[src/rtl/fam_pkg.sv]
package fam_pkg;

  typedef enum logic [1:0] {
    VIOL_NONE    = 2'd0,
    VIOL_JUMP    = 2'd1,
    VIOL_RISE_RD = 2'd2,
    VIOL_FALL_WR = 2'd3
  } violCode_t;

  // raw comparison hits produced by the datapath
  typedef struct packed {
    logic jump;
    logic riseOnRd;
    logic fallOnWr;
  } famHits_t;

  // strobes from control back into the datapath
  typedef struct packed {
    logic      fire;
    logic      clear;
    violCode_t code;
  } famStrobe_t;

endpackage

[src/rtl/fam_control.sv]
module fam_control
  import fam_pkg::*;
(
  input  famHits_t   hits,
  input  logic       clearErr,
  output famStrobe_t strobe
);

  always_comb begin
    strobe.fire  = hits.jump | hits.riseOnRd | hits.fallOnWr;
    strobe.clear = clearErr;
    // jump outranks the directional checks
    if (hits.jump)
      strobe.code = VIOL_JUMP;
    else if (hits.riseOnRd)
      strobe.code = VIOL_RISE_RD;
    else if (hits.fallOnWr)
      strobe.code = VIOL_FALL_WR;
    else
      strobe.code = VIOL_NONE;
  end

endmodule

[src/rtl/fam_datapath.sv]
module fam_datapath
  import fam_pkg::*;
#(
  parameter int FILL_W   = 5,
  parameter int MAX_STEP = 4
) (
  input  logic              clk,
  input  logic              rstN,
  input  logic [FILL_W-1:0] fillLevel,
  input  logic              fillValid,
  input  logic              rdEvent,
  input  logic              wrEvent,
  input  famStrobe_t        strobe,
  output famHits_t          hits,
  output logic              trigPulse,
  output logic              errSticky,
  output violCode_t         errCode
);

  localparam int DW       = FILL_W + 1;
  localparam int FILL_MAX = (1 << FILL_W) - 1;

  logic [FILL_W-1:0] prevFill;
  logic              armed;
  logic              checkNow;
  logic [DW-1:0]     delta;
  logic [DW-1:0]     absDelta;
  logic              tooFar;

  assign checkNow = fillValid & armed;
  assign delta    = {1'b0, fillLevel} - {1'b0, prevFill};
  assign absDelta = delta[DW-1] ? (~delta + 1'b1) : delta;

  generate
    if (MAX_STEP >= FILL_MAX) begin : g_noJump
      // no fill change can exceed the bound
      assign tooFar = 1'b0;
    end else begin : g_jump
      localparam logic [DW-1:0] STEP_LIM = DW'(MAX_STEP);
      assign tooFar = absDelta > STEP_LIM;
    end
  endgenerate

  always_comb begin
    hits.jump     = checkNow & tooFar;
    hits.riseOnRd = checkNow & rdEvent & ~wrEvent & (fillLevel > prevFill);
    hits.fallOnWr = checkNow & wrEvent & ~rdEvent & (fillLevel < prevFill);
  end

  // reference sample tracking
  always_ff @(posedge clk) begin
    if (!rstN) begin
      prevFill <= '0;
      armed    <= 1'b0;
    end else if (fillValid) begin
      prevFill <= fillLevel;
      armed    <= 1'b1;
    end
  end

  // result registers
  always_ff @(posedge clk) begin
    if (!rstN) begin
      trigPulse <= 1'b0;
      errSticky <= 1'b0;
      errCode   <= VIOL_NONE;
    end else begin
      trigPulse <= strobe.fire;
      if (strobe.fire) begin
        errSticky <= 1'b1;
        if (!errSticky || strobe.clear)
          errCode <= strobe.code;
      end else if (strobe.clear) begin
        errSticky <= 1'b0;
        errCode   <= VIOL_NONE;
      end
    end
  end

  p_first_quiet_r2: assert property (@(posedge clk) disable iff (!rstN)
    !armed |=> !trigPulse);

  p_invalid_quiet_r11: assert property (@(posedge clk) disable iff (!rstN)
    !fillValid |=> !trigPulse);

  p_pulse_sets_sticky_r7: assert property (@(posedge clk) disable iff (!rstN)
    trigPulse |-> errSticky);

  p_code_named_r8: assert property (@(posedge clk) disable iff (!rstN)
    errSticky |-> errCode != VIOL_NONE);

  p_code_hold_r8: assert property (@(posedge clk) disable iff (!rstN)
    errSticky && !strobe.clear |=> $stable(errCode) && errSticky);

  p_clear_r9: assert property (@(posedge clk) disable iff (!rstN)
    strobe.clear && !strobe.fire |=> !errSticky && errCode == VIOL_NONE);

endmodule

[src/rtl/fillAnomalyMon.sv]
module fillAnomalyMon
  import fam_pkg::*;
#(
  parameter int FILL_W   = 5,
  parameter int MAX_STEP = 4
) (
  input  logic              clk,
  input  logic              rstN,
  input  logic [FILL_W-1:0] fillLevel,
  input  logic              fillValid,
  input  logic              rdEvent,
  input  logic              wrEvent,
  input  logic              clearErr,
  output logic              trigPulse,
  output logic              errSticky,
  output logic [1:0]        errCode
);

  famHits_t   hits;
  famStrobe_t strobe;
  violCode_t  codeQ;

  fam_datapath #(.FILL_W(FILL_W), .MAX_STEP(MAX_STEP)) uData (
    .clk(clk), .rstN(rstN), .fillLevel(fillLevel), .fillValid(fillValid),
    .rdEvent(rdEvent), .wrEvent(wrEvent), .strobe(strobe), .hits(hits),
    .trigPulse(trigPulse), .errSticky(errSticky), .errCode(codeQ)
  );

  fam_control uCtrl (
    .hits(hits), .clearErr(clearErr), .strobe(strobe)
  );

  assign errCode = codeQ;

  p_reset_idle_r1: assert property (@(posedge clk)
    !rstN |=> !trigPulse && !errSticky && errCode == 2'd0);

endmodule

[config.mk]
export PLATFORM = sky130hd
export DESIGN_NAME = fillAnomalyMon
export DESIGN_NICKNAME = d
export VERILOG_FILES = /design/src/rtl/fam_pkg.sv /design/src/rtl/fam_control.sv /design/src/rtl/fam_datapath.sv /design/src/rtl/fillAnomalyMon.sv
export SDC_FILE = /design/constraint.sdc
export NUM_CORES = 1
export LEC_CHECK = 0
export BUFFER_PORTS_ARGS = -buffer_cell sky130_fd_sc_hd__buf_4
export CORE_UTILIZATION = 50
export DETAILED_ROUTE_END_ITERATION = 10
export PLACE_DENSITY = 0.81
export SLEW_MARGIN = 40
export SYNTH_ARGS = -nofsm -noshare
export SYNTH_HDL_FRONTEND = slang
export SYNTH_SLANG_ARGS = --single-unit
[constraint.sdc]
create_clock -name clk -period 6.9 [get_ports clk]
set_clock_uncertainty 0.15 [all_clocks]
set_input_delay 1.035 -clock clk [delete_from_list [all_inputs] [get_ports clk]]
set_output_delay 1.035 -clock clk [all_outputs]
set_load 0.01 [all_outputs]
# After elaboration in Yosys (flattened, before gate mapping)
# Index checks and enable logic that the tools add are counted.
# word_totals
register_bits,10
inputBits,11
output_inout_bits,4
wordCells,37
# classes
addsub,2
magnitude_cmp,3
n_eq_ne,1
n_mux,9
bitwise_logic,13
reduce_logical,4
# ops
op,count
two-way mux 2 bit,6
bitwise AND 1 bit,8
adder 6 x 1 -> 6 bit (second input constant),1
greater-than comparator 6 x 3 -> 1 bit (second input constant),1
two-way mux 6 bit,1
NOT 6 bit,1
subtractor 5 x 5 -> 6 bit,1
greater-than comparator 5 bit,1
< comparator 5 bit,1
two-way mux 1 bit,2
inequality test 2 bit (second input constant),1
NOT 1 bit,2
OR 1 bit,2
AND reduction 2 bit,1
nonzero test 2 bit,1
logical NOT 1 bit,1
logical OR 1 bit,1

# Longest topological paths before layout
# Gate-level depths: netlist of run 1.
# depth
depth_word,10
ltp_mapped,10

# By module
# A second synthesis of run 1 with hierarchy kept.
# hier_totals
hier_cells,99
area_unflattened_um2,839.6
# modules_own_cells
module,n_inst,cells_each,area_per_inst_um2,seq_area_each_um2
fam_datapath,1,93,805.8,200.2
fam_control,1,6,33.8,0.0

# Least setup slack after synthesis of run 1
# No wires, ideal clock.
# synth_path
kind,input port to flip-flop
start,in fillLevel[0]
end,reg uData.errSticky
setup_ns,0.115
t_arrival_ns,3.159
required_time_ns,6.635
slack_ns,3.476
path_stages,9
n_path_buf,0
cell_sequence,inv_1 ha_1 fa_1 ha_1 nor4b_1 nor4_4 a2111oi_4 o21ai_1 o21a_1
# synth_between
elab_chain_len,9
word_cells_on_any_way,14
# synth_rtl
element,line,rtl
start: declaration,fillAnomalyMon.sv:9,"input logic [FILL_W-1:0] fillLevel,"
subtractor 5 x 5 -> 6 bit,fam_datapath.sv:31,"assign delta = {1'b0, fillLevel} - {1'b0, prevFill};"
NOT 6 bit,fam_datapath.sv:32,assign absDelta = delta[DW-1] ? (~delta + 1'b1) : delta;
adder 6 x 1 -> 6 bit,fam_datapath.sv:32,
two-way mux 6 bit,fam_datapath.sv:32,
greater-than comparator 6 x 3 -> 1 bit,fam_datapath.sv:40,assign tooFar = absDelta > STEP_LIM;
bitwise AND 1 bit,fam_datapath.sv:45,hits.jump = checkNow & tooFar;
OR 1 bit,fam_control.sv:10,strobe.fire = hits.jump | hits.riseOnRd | hits.fallOnWr;
OR 1 bit *,fam_control.sv:10,
two-way mux 1 bit / nonzero test 2 bit (equally long branches),-,
end signal: assignment,fam_datapath.sv:65,errSticky <= 1'b0;
end signal: assignment,fam_datapath.sv:70,errSticky <= 1'b1;
end signal: assignment,fam_datapath.sv:74,errSticky <= 1'b0;
end: declaration,fam_datapath.sv:16,"output logic errSticky,"
# Mark *: on every way between the ends. The rest lies on a longest branch, timed or not.
# A chain may end at the register's enable or synchronous reset.

# Worst setup path in the final report of run 1
# Same ends and word-level chain as after synthesis.

==> results of run 1 <==
==> synth_stat cells, drive strengths merged, types with 2 or more instances <==
library cell / number
a2111oi: 3
a211oi: 2
a21o: 2
a21oi: 6
a31oi: 3
buf: 2
dfxtp: 10
ha: 6
inv: 12
mux2i: 6
nand2: 5
nand2b: 2
nor2: 7
nor2b: 6
nor4: 4
o21a: 3
o21ai: 4
xnor2: 2
==> flip-flops by register name (all words and copies together) (netlist names) <==
| name | cells |
|---|---|
| uData.errSticky | 1 |
| uData.armed | 1 |
| uData.trigPulse | 1 |
| uData.errCode | 2 |
| uData.prevFill | 5 |
==> report_power, final <==
group	total [mW]	switching, mW	internal (mW)
combinational	0.0818	0.0460	0.0358
clock	0.0565	0.0243	0.0322
sequential	0.0634	0.00214	0.0613
==> placed cells by master, fill, tap and decap left out, drive strengths merged, types with 2 or more instances in the layout <==
| cell type | synthesis | layout |
|---|---|---|
| a211oi | 2 | 2 |
| buf | 2 | 14 |
| ha | 6 | 6 |
| nor2b | 6 | 6 |
| nand2 | 5 | 5 |
| a2111oi | 3 | 3 |
| nor4 | 4 | 4 |
| a21o | 2 | 2 |
| clkbuf | 0 | 4 |
| dfxtp | 10 | 10 |
| nand2b | 2 | 2 |
| mux2i | 6 | 6 |
| xnor2 | 2 | 2 |
| a31oi | 3 | 3 |
| nor2 | 7 | 7 |
| o21a | 3 | 3 |
| a21oi | 6 | 6 |
| inv | 12 | 12 |
| o21ai | 4 | 4 |
==> cells by family (layout without fill, tap and decap cells) <==
kind of cell / count (synthesis) / count (layout) / share of synthesized area [%]
compound gates: 31 / 31 / 28.2
flops: 10 / 10 / 22.3
fa+ha+maj: 7 / 7 / 10.6
xor+xnor: 3 / 3 / 3.77
simple gates: 30 / 30 / 21.3
buf+inv: 14 / 30 / 7.11
mux: 6 / 6 / 6.69
==> layer usage <==
layer	wire (um)	GRT usage (%)	up-vias
li1	-	-	402
met1	859	28.9	381
met2	1000	43.8	32
met3	132	8.57	14
met4	97	12.1	0
met5	0	0	-
==> worst register-to-register path: stages (launching register included) <==
cell       delay [ns]
dfxtp_1          0.34
ha_1             0.21
fa_1             0.58
ha_1             0.26
nor4b_1          0.49
nor4_4           0.12
a2111oi_4        0.31
o21ai_1          0.13
o21a_1           0.19
==> stage by stage <==
| step | cells | hold WS (ns) | power (mW) | area, um^2 |
|---|---|---|---|---|
| 6_report | 141 | 0.307 | 0.202 | 1050 |
| 3_5_place_dp | 137 | 0.293 | 0.145 | 1010 |
| 3_3_place_gp | 137 | 0.287 | 0.142 | 1010 |
| 5_1_grt | 141 | 0.319 | 0.213 | 1050 |
| 2_1_floorplan | 101 | 0.278 | 0.126 | 897 |
| 4_1_cts | 141 | 0.310 | 0.201 | 1050 |
==> final cells by class <==
class                      count  area, um^2  share of cell area, %
sequential                    10         200                   19.1
multi-input combinational     77         633                   60.3
clock buffer                   4        36.3                   3.46
timing repair buffer          14         105                   10.0
tap                           24        30.0                   2.86
inverter                      12        45.0                   4.29
==> path summary, 6_finish.rpt <==
check             slack, ns                      endpoint                            from
hold reg to reg        0.31      uData.armed$_SDFFE_PN0P_        uData.armed$_SDFFE_PN0P_
setup reg to reg       4.02  uData.errSticky$_SDFFE_PN0P_  uData.prevFill[0]$_SDFFE_PN0P_
hold / removal         0.31      uData.armed$_SDFFE_PN0P_        uData.armed$_SDFFE_PN0P_
setup / recovery       3.48  uData.errSticky$_SDFFE_PN0P_                    fillLevel[0]
==> metrics.md, run 1 <==
| Metric | Value |
|---|---|
| Number of synthesized flops with an enable pin | 0 |
| First-pass GRT wire length | 3750 um |
| Power Density | 192 nW/um^2 |
| Fmax | 293 MHz |
| Clk slew on worst S/H paths | 0.07 ns |
| Initial Util | 56.3% |
| Seq cells post-synth | 10 |
| Post-layout util | 65.9% |
| Max Root-Sink Buffers | 2 |
| Die area | 1970 um^2 |
| CP bufs+invs | 2 |
| Status | completed |
| IO buf count | 14 |
| Number of fill cells | 136 |
| Hold Path Stages | 1 |
| Tcrit/Tclk final | 49.5% |
| CP arrival | 3.45 ns |
| Post-Syn Nets | 119 |
| Clock Root Buffer | clkbuf_4 |
| Io pins | 15 |
| Final critical-path setup slack | 3.48 ns |
| CP dominant cell by count | ha_1 |
| Largest net degree at the start of global routing | 12 |
| Dpl ws | 3.19 ns |
| Core ar. | 1590 um^2 |
| Crit path cell chain | buf_4, inv_1, ha_1, fa_1, ha_1, nor4b_1, nor4_4, a2111oi_4, o21ai_1, o21a_1 |
| Worst-margin pin slew | 0.635 ns |
| Gate Count Post-Synth | 101 |
| Post-synth top area cell | dfxtp_1 |
| Worst VDD drop | 138 uV |
| Ant. Diodes | 0 |
| Postcts setup bufs | 0 |
| Clock sink count | 10 |
| Critical Path Sink Type | register |
| RD Place Congestion | 0.828 |
| Estimated wirelength of the detail-placed design | 1670 um |
| Hold Vio Cnt, Final | 0 |
| CTS resizes | 0 |
| Slowest stage cell, crit path | fa_1 |
| Cell family with most CP delay | adder cells |
| Detailed Route WL | 2090 um |
| ANT nets after route | 0 |
| Ys async rst share | 0% |
| Initial antenna violation count | 0 |
| Maxcap violations | 0 |
| Sequential element share of the synthesized area | 22.3% |
| Num rows | 14 |
| Post-DR vias/cell | 5.88 |
| Top cells by area, synth | dfxtp_1, ha_1, mux2i_1 |
| Pre-Repair DR Iteration Count | 4 |
| Unrepaired setup endpoints after global routing | false |
| Slew Limit Headroom | 57.1% |
| Via count | 829 |
| Num CTS Buffers | 3 |
| Total grt overflow | 0 |
| Library cells used by synthesis | 43 |
| Required @ worst endpoint | 6.93 ns |
| Area Growth Syn to Fin | 17.0% |
| Post-layout nets | 136 |
| Number of global-route vias before repair | 843 |
| Final Max Tran Viols | 0 |
| Clock latency on the worst-skew pair | 0.28 ns |
| Die Ht | 44.4 um |
| Cts hold-fix bufs | 0 |
| DR WL/cell | 14.8 um |
| Syn Area/Cell | 8.88 um^2 |
| Critical path peak fanout | 4 |
| CTS tree | yes |
| Crit Path Class | in -> reg |
| Levels on crit path | 10 |
| Most used DFF post-synth | dfxtp_1 |
| Yosys synthesis warning count | 0 |
| Crit path largest cell delay | 0.58 ns |
| Setup tns final | 0 ns |
| Drt initial violations | 19 |
| Setup-failing EPs final | 0 |
| Top-area cell type share of the netlist area | 22.3% |
| DRC Markers | 0 |
| Die width | 44.4 um |
| Tot GR Track Use | 25.8% |
| R2R cell count | 8 |
| Min Tclk post-route | 3.42 ns |
| Mapped cell area | 897 um^2 |
| Htree depth | 1 |
| Min-Delay Path Class | reg -> reg |
| Leak pwr | 0.441 nW |
| CP startpoint kind | input pin |
| Share of cells above drive strength 1 | 26.5% |
No activity file was read; power rests on OpenSTA's default activity.
==> run 2: changes to the inputs <==
Settings changed: ABC_AREA set to 1, CORE_UTILIZATION 50 to 47.
Clock period 6.9 ns to 2.8 ns, I/O delays scaled along.
==> run 2 against run 1 <==
Highest routed layer unchanged. Power up 120%. Non-clock buffer count is the same. Via count shrank 3.0%. Utilization is 4.3 points lower.
==> metrics.md, run 2 <==
| Metric | Value |
|---|---|
| Status | completed |
| Sequential element share of the synthesized area | 26.1% |
| Most used DFF post-synth | dfxtp_1 |
| Largest net degree at the start of global routing | 8 |
| Ant. Diodes | 0 |
| CP arrival | 2.55 ns |
| Worst VDD drop | 410 uV |
| First-pass GRT wire length | 2620 um |
| Estimated wirelength of the detail-placed design | 1310 um |
| Top-area cell type share of the netlist area | 26.1% |
| Area Growth Syn to Fin | 21.1% |
| Max reg flops | 5 |
| Post-DR vias/cell | 5.32 |
| Syn Area/Cell | 6.54 um^2 |
| Cts hold-fix bufs | 0 |
| Initial antenna violation count | 0 |
| Initial Util | 50.8% |
| Top cells by area, synth | dfxtp_1, nand2_1, inv_1 |
| Slew Limit Headroom | 80.1% |
| Total grt overflow | 0 |
| Required @ worst endpoint | 2.85 ns |
| Via count | 804 |
| CTS resizes | 0 |
| Pre-Repair DR Iteration Count | 4 |
| Crit Path Class | reg -> reg |
| DR WL/cell | 10.8 um |
| Num rows | 14 |
| Critical path peak fanout | 5 |
| Min Tclk post-route | 2.50 ns |
| Clock sink count | 10 |
| Most frequent cells after synthesis | nand2_1, inv_1, nand3_1 |
| Gate Count Post-Synth | 117 |
| Commonest non-fill, non-tap cells in the layout | nand2_1, inv_1, nand3_1 |
| Mapped cell area | 766 um^2 |
| Number of synthesized flops with an enable pin | 0 |
| CP startpoint kind | register |
| RD Place Congestion | 0.848 |
| Biggest regs | uData.prevFill (5), uData.errCode (2) |
| Drt initial violations | 20 |
| Post-synth top area cell | dfxtp_1 |
| Area after DPL | 891 um^2 |
| Power Density | 487 nW/um^2 |
| Unrepaired setup endpoints after global routing | false |
| Clk slew on worst S/H paths | 0.07 ns |
| Fmax | 401 MHz |
| IO buf count | 14 |
| Final Max Tran Viols | 0 |
| Core ar. | 1510 um^2 |
| Worst-margin pin slew | 0.298 ns |
| Ys async rst share | 0% |
| Die Ht | 42.4 um |
| Detailed Route WL | 1640 um |
| Critical Path Sink Type | register |
| ANT nets after route | 0 |
| Clock Root Buffer | clkbuf_4 |
| Leak pwr | 0.500 nW |
| Share of cells above drive strength 1 | 20.7% |
| Tcrit/Tclk final | 89.2% |
| Most common cell after layout, fill and taps aside | nand2_1 |
| Count leader, synth | nand2_1 |
| Die width | 42.4 um |
| Die area | 1790 um^2 |
| Io pins | 15 |
| Maxcap violations | 0 |
| Setup tns final | 0 ns |
| Number of global-route vias before repair | 679 |
| Htree depth | 1 |
| Post-layout nets | 154 |
| Clock latency on the worst-skew pair | 0.27 ns |
| DRC Markers | 0 |
| Fin area | 927 um^2 |
| Post-Syn Nets | 135 |
| Hold Vio Cnt, Final | 0 |
| Seq cells post-synth | 10 |
| Postcts setup bufs | 0 |
| Yosys synthesis warning count | 0 |
| Min-Delay Path Class | in -> reg |
| Tot GR Track Use | 19.1% |
| Setup-failing EPs final | 0 |
| CTS tree | yes |
| Max Root-Sink Buffers | 2 |
| Num CTS Buffers | 3 |
| Biggest register | uData.prevFill |
| Library cells used by synthesis | 18 |
run 2: cell count changes after synthesis, moves of 5 or more:
| cell | change |
|---|---|
| mux2i_1 | -6 |
| nand2_2 | +5 |
| nand2_1 | +18 |
| a21oi_1 | +7 |
| nand3_1 | +15 |
| inv_1 | +10 |
| nor2b_1 | -6 |
run 2: power breakdown:
part           internal, mW  switching, mW
Combinational        0.0679         0.0958
Sequential            0.152        0.00461
Clock                0.0790         0.0529
run 2: cells by family after synthesis:
logic type / after synthesis / share of synthesized area (%)
xor gates and xnor gates: 2 / 2.29
AOI/OAI and AO/OA: 19 / 12.4
DFF: 10 / 26.1
buffers and inverters: 24 / 11.8
adders and majority gates: 7 / 12.4
and+or+nand+nor: 55 / 35.0
run 2: cell type report:
class | count | area [um^2]
clock buffers | 4 | 36.3
well taps | 16 | 20.0
inverters | 24 | 90.1
multi-input cells | 83 | 475
fillers | 135 | 579
flip-flops and latches | 10 | 200
repair buffers | 14 | 105
run 2: layer usage:
layer  vias to the layer above  wire length [um]  track usage, %
met1                       363               778            23.4
li1                        418                 -               -
met2                        21               784            31.1
met3                         2                60            5.17
met4                         0                14            8.75
met5                         -                 0               0
run 2: final timing paths:
check                                                     from                              to  slack (ns)  cells past startpoint
worst max-delay path            uData.prevFill[0]$_SDFFE_PN0P_   uData.errCode[0]$_SDFFE_PN0P_        0.30                     15
worst min-delay path                                 fillValid  uData.prevFill[1]$_SDFFE_PN0P_        0.23                      2
worst max register to register  uData.prevFill[0]$_SDFFE_PN0P_   uData.errCode[0]$_SDFFE_PN0P_        0.30                     15
worst min register to register  uData.prevFill[2]$_SDFFE_PN0P_  uData.prevFill[2]$_SDFFE_PN0P_        0.31                      2
run 2: through the flow:
stage / std cells / total power [mW] / hold slack [ns] / utilization, % / setup WS [ns]
after global routing: 151 / 0.484 / 0.235 / 61.5 / 0.119
final: 151 / 0.452 / 0.233 / 61.5 / 0.304
after detailed placement: 147 / 0.321 / 0.305 / 59.1 / 0.0732
after CTS: 151 / 0.454 / 0.227 / 61.5 / 0.325
after global placement: 147 / 0.316 / 0.296 / 59.1 / 0.128
after floorplan: 117 / 0.279 / 0.284 / - / 0.369
run 2: critical path, cell delays in order (launching register included):
cell and delay (ns):
dfxtp_1 0.32, ha_1 0.21, fa_1 0.56, ha_1 0.20
inv_1 0.05, a21oi_1 0.16, nand3_1 0.10, nand2_1 0.07
nand2_1 0.05, inv_1 0.05, nand3_1 0.07, nand2_2 0.11
nand3_2 0.09, nand2_2 0.08, nand2_1 0.05, a21oi_1 0.12
==> run 3: changes to the inputs <==
Settings changed: CORE_ASPECT_RATIO set to 0.9.
==> run 3 against run 2 <==
Combinational power is essentially flat. Global-route usage grew 0.90 points. Routed wire length shrank 3.6%.
==> metrics.md, run 3 (synthesis gave the netlist of run 2 again) <==
| Metric | Value |
|---|---|
| Status | completed |
| Cts hold-fix bufs | 0 |
| Worst-margin pin slew | 0.307 ns |
| CP arrival | 2.50 ns |
| DR WL/cell | 10.1 um |
| Commonest non-fill, non-tap cells in the layout | nand2_1, inv_1, nand3_1 |
| Slew Limit Headroom | 79.5% |
| Hold Vio Cnt, Final | 0 |
| R2R cell count | 15 |
| Die width | 44.5 um |
| Largest net degree at the start of global routing | 8 |
| Max Root-Sink Buffers | 2 |
| Clock sink count | 10 |
| Sequential share of power | 34.8% |
| Crit. Startpoint | uData.prevFill[0]$_SDFFE_PN0P_ |
| CP startpoint kind | register |
| RD Place Congestion | 0.807 |
| Crit Path Class | reg -> reg |
| Biggest regs | uData.prevFill (5), uData.errCode (2) |
| Multi-input logic area | 475 um^2 |
| Number of fill cells | 134 |
| Htree depth | 1 |
| Die area | 1790 um^2 |
| Tcrit/Tclk final | 87.9% |
| Die Ht | 40.3 um |
| ANT nets after route | 0 |
| Comb power frac | 36.4% |
| Post-layout nets | 154 |
| Required @ worst endpoint | 2.84 ns |
| Detailed Route WL | 1580 um |
| Switching power | 150 uW |
| Internal power | 298 uW |
| Reg-to-reg slack, setup | 0.34 ns |
| Sw Share | 33.4% |
| Min Tclk post-route | 2.46 ns |
| Finished Layout Cells | 157 |
| Core ar. | 1480 um^2 |
| Total grt overflow | 0 |
| Num rows | 13 |
| Area Growth Syn to Fin | 22.1% |
| Pre-Repair DR Iteration Count | 4 |
| Min-Delay Path Class | in -> reg |
| Clock Root Buffer | clkbuf_4 |
| Drt initial violations | 21 |
| Most common cell after layout, fill and taps aside | nand2_1 |
| Clk slew on worst S/H paths | 0.07 ns |
| Register area | 200 um^2 |
| Postcts setup bufs | 0 |
| Clock latency on the worst-skew pair | 0.26 ns |
| Post-layout util | 63.1% |
| Inst Count DP | 153 |
| Num CTS Buffers | 3 |
| CTS resizes | 0 |
| Estimated wirelength of the detail-placed design | 1310 um |
| Setup-failing EPs final | 0 |
| Fmax | 406 MHz |
| Critical path peak fanout | 5 |
| First-pass GRT wire length | 2580 um |
| Post-DR vias/cell | 4.96 |
| Unrepaired setup endpoints after global routing | false |
| Hold Path Stages | 2 |
| Area after DPL | 898 um^2 |
| Overall Power | 448 uW |
| Worst VDD drop | 296 uV |
| Number of global-route vias before repair | 663 |
| Ant. Diodes | 0 |
| CTS tree | yes |
| Maxcap violations | 0 |
| Setup tns final | 0 ns |
| Worst R2R Start | uData.prevFill[0]$_SDFFE_PN0P_ |
| Hold Startpoint | fillValid |
| Hold EP | uData.prevFill[0]$_SDFFE_PN0P_ |
| Crit Reg-Reg Endpoint | uData.errCode[0]$_SDFFE_PN0P_ |
| Initial antenna violation count | 0 |
| Biggest register | uData.prevFill |
| IO buf count | 14 |
| Final Max Tran Viols | 0 |
| Via count | 779 |
| Max reg flops | 5 |
| Io pins | 15 |
| Critical Path Sink Type | register |
| DRC Markers | 0 |
| Initial Util | 51.7% |
| Leak pwr | 0.500 nW |
| Power Density | 479 nW/um^2 |
| Tot GR Track Use | 20.0% |
| Fin area | 935 um^2 |
| Share of cells above drive strength 1 | 20.7% |
| Clock power share | 28.7% |
[run 3: layout make-up]
| class | instances | share of cell area [%] |
|---|---|---|
| clock buffer | 4 | 3.88 |
| inverter | 24 | 9.64 |
| multi-input combinational | 83 | 50.9 |
| sequential | 10 | 21.4 |
| tap | 22 | 2.95 |
| timing repair buffer | 14 | 11.2 |
[run 3: per-stage QoR]
step                      worst slack [ns]  hold slack (ns)
final                                0.339            0.234
after global routing                 0.101            0.236
after CTS                            0.326            0.231
after detailed placement            0.0832            0.305
after global placement               0.177            0.297
after floorplan                      0.369            0.284
[run 3: worst max-delay path by stage]
stage / slack, ns / end / depth (start not counted)
2_1_floorplan: 0.37 / uData.errCode[0]$_SDFFE_PN0P_ / 16
3_3_place_gp: 0.18 / uData.errCode[1]$_SDFFE_PN0P_ / 17
3_5_place_dp: 0.08 / uData.errCode[0]$_SDFFE_PN0P_ / 17
4_1_cts: 0.33 / uData.errCode[0]$_SDFFE_PN0P_ / 15
5_1_grt: 0.10 / uData.errCode[0]$_SDFFE_PN0P_ / 15
6_report: 0.34 / uData.errCode[0]$_SDFFE_PN0P_ / 15
[run 3: per-layer routing]
| layer | global-route usage (%) | wire (um) | vias to the layer above |
|---|---|---|---|
| met3 | 1.35 | 52 | 2 |
| met4 | 10.6 | 14 | 0 |
| met5 | 0 | 0 | - |
| li1 | - | - | 416 |
| met1 | 23.9 | 729 | 348 |
| met2 | 36.8 | 783 | 13 |
[run 3: critical path: stages (launching register included)]
cell     delay (ns)
dfxtp_1        0.32
ha_1           0.20
fa_1           0.54
ha_1           0.20
inv_1          0.05
a21oi_1        0.16
nand3_1        0.11
nand2_1        0.07
nand2_1        0.04
nand2_1        0.05
inv_1          0.03
nand3_1        0.07
nand2_2        0.10
nand2_1        0.08
nand3_1        0.08
a21oi_1        0.14
[run 3: power groups by stage]
stage	Clock, mW	Sequential (mW)	Combinational [mW]
after floorplan	0	0.160	0.119
after global placement	0	0.159	0.157
after detailed placement	0	0.159	0.162
after CTS	0.131	0.156	0.163
after global routing	0.137	0.157	0.185
final	0.129	0.156	0.163
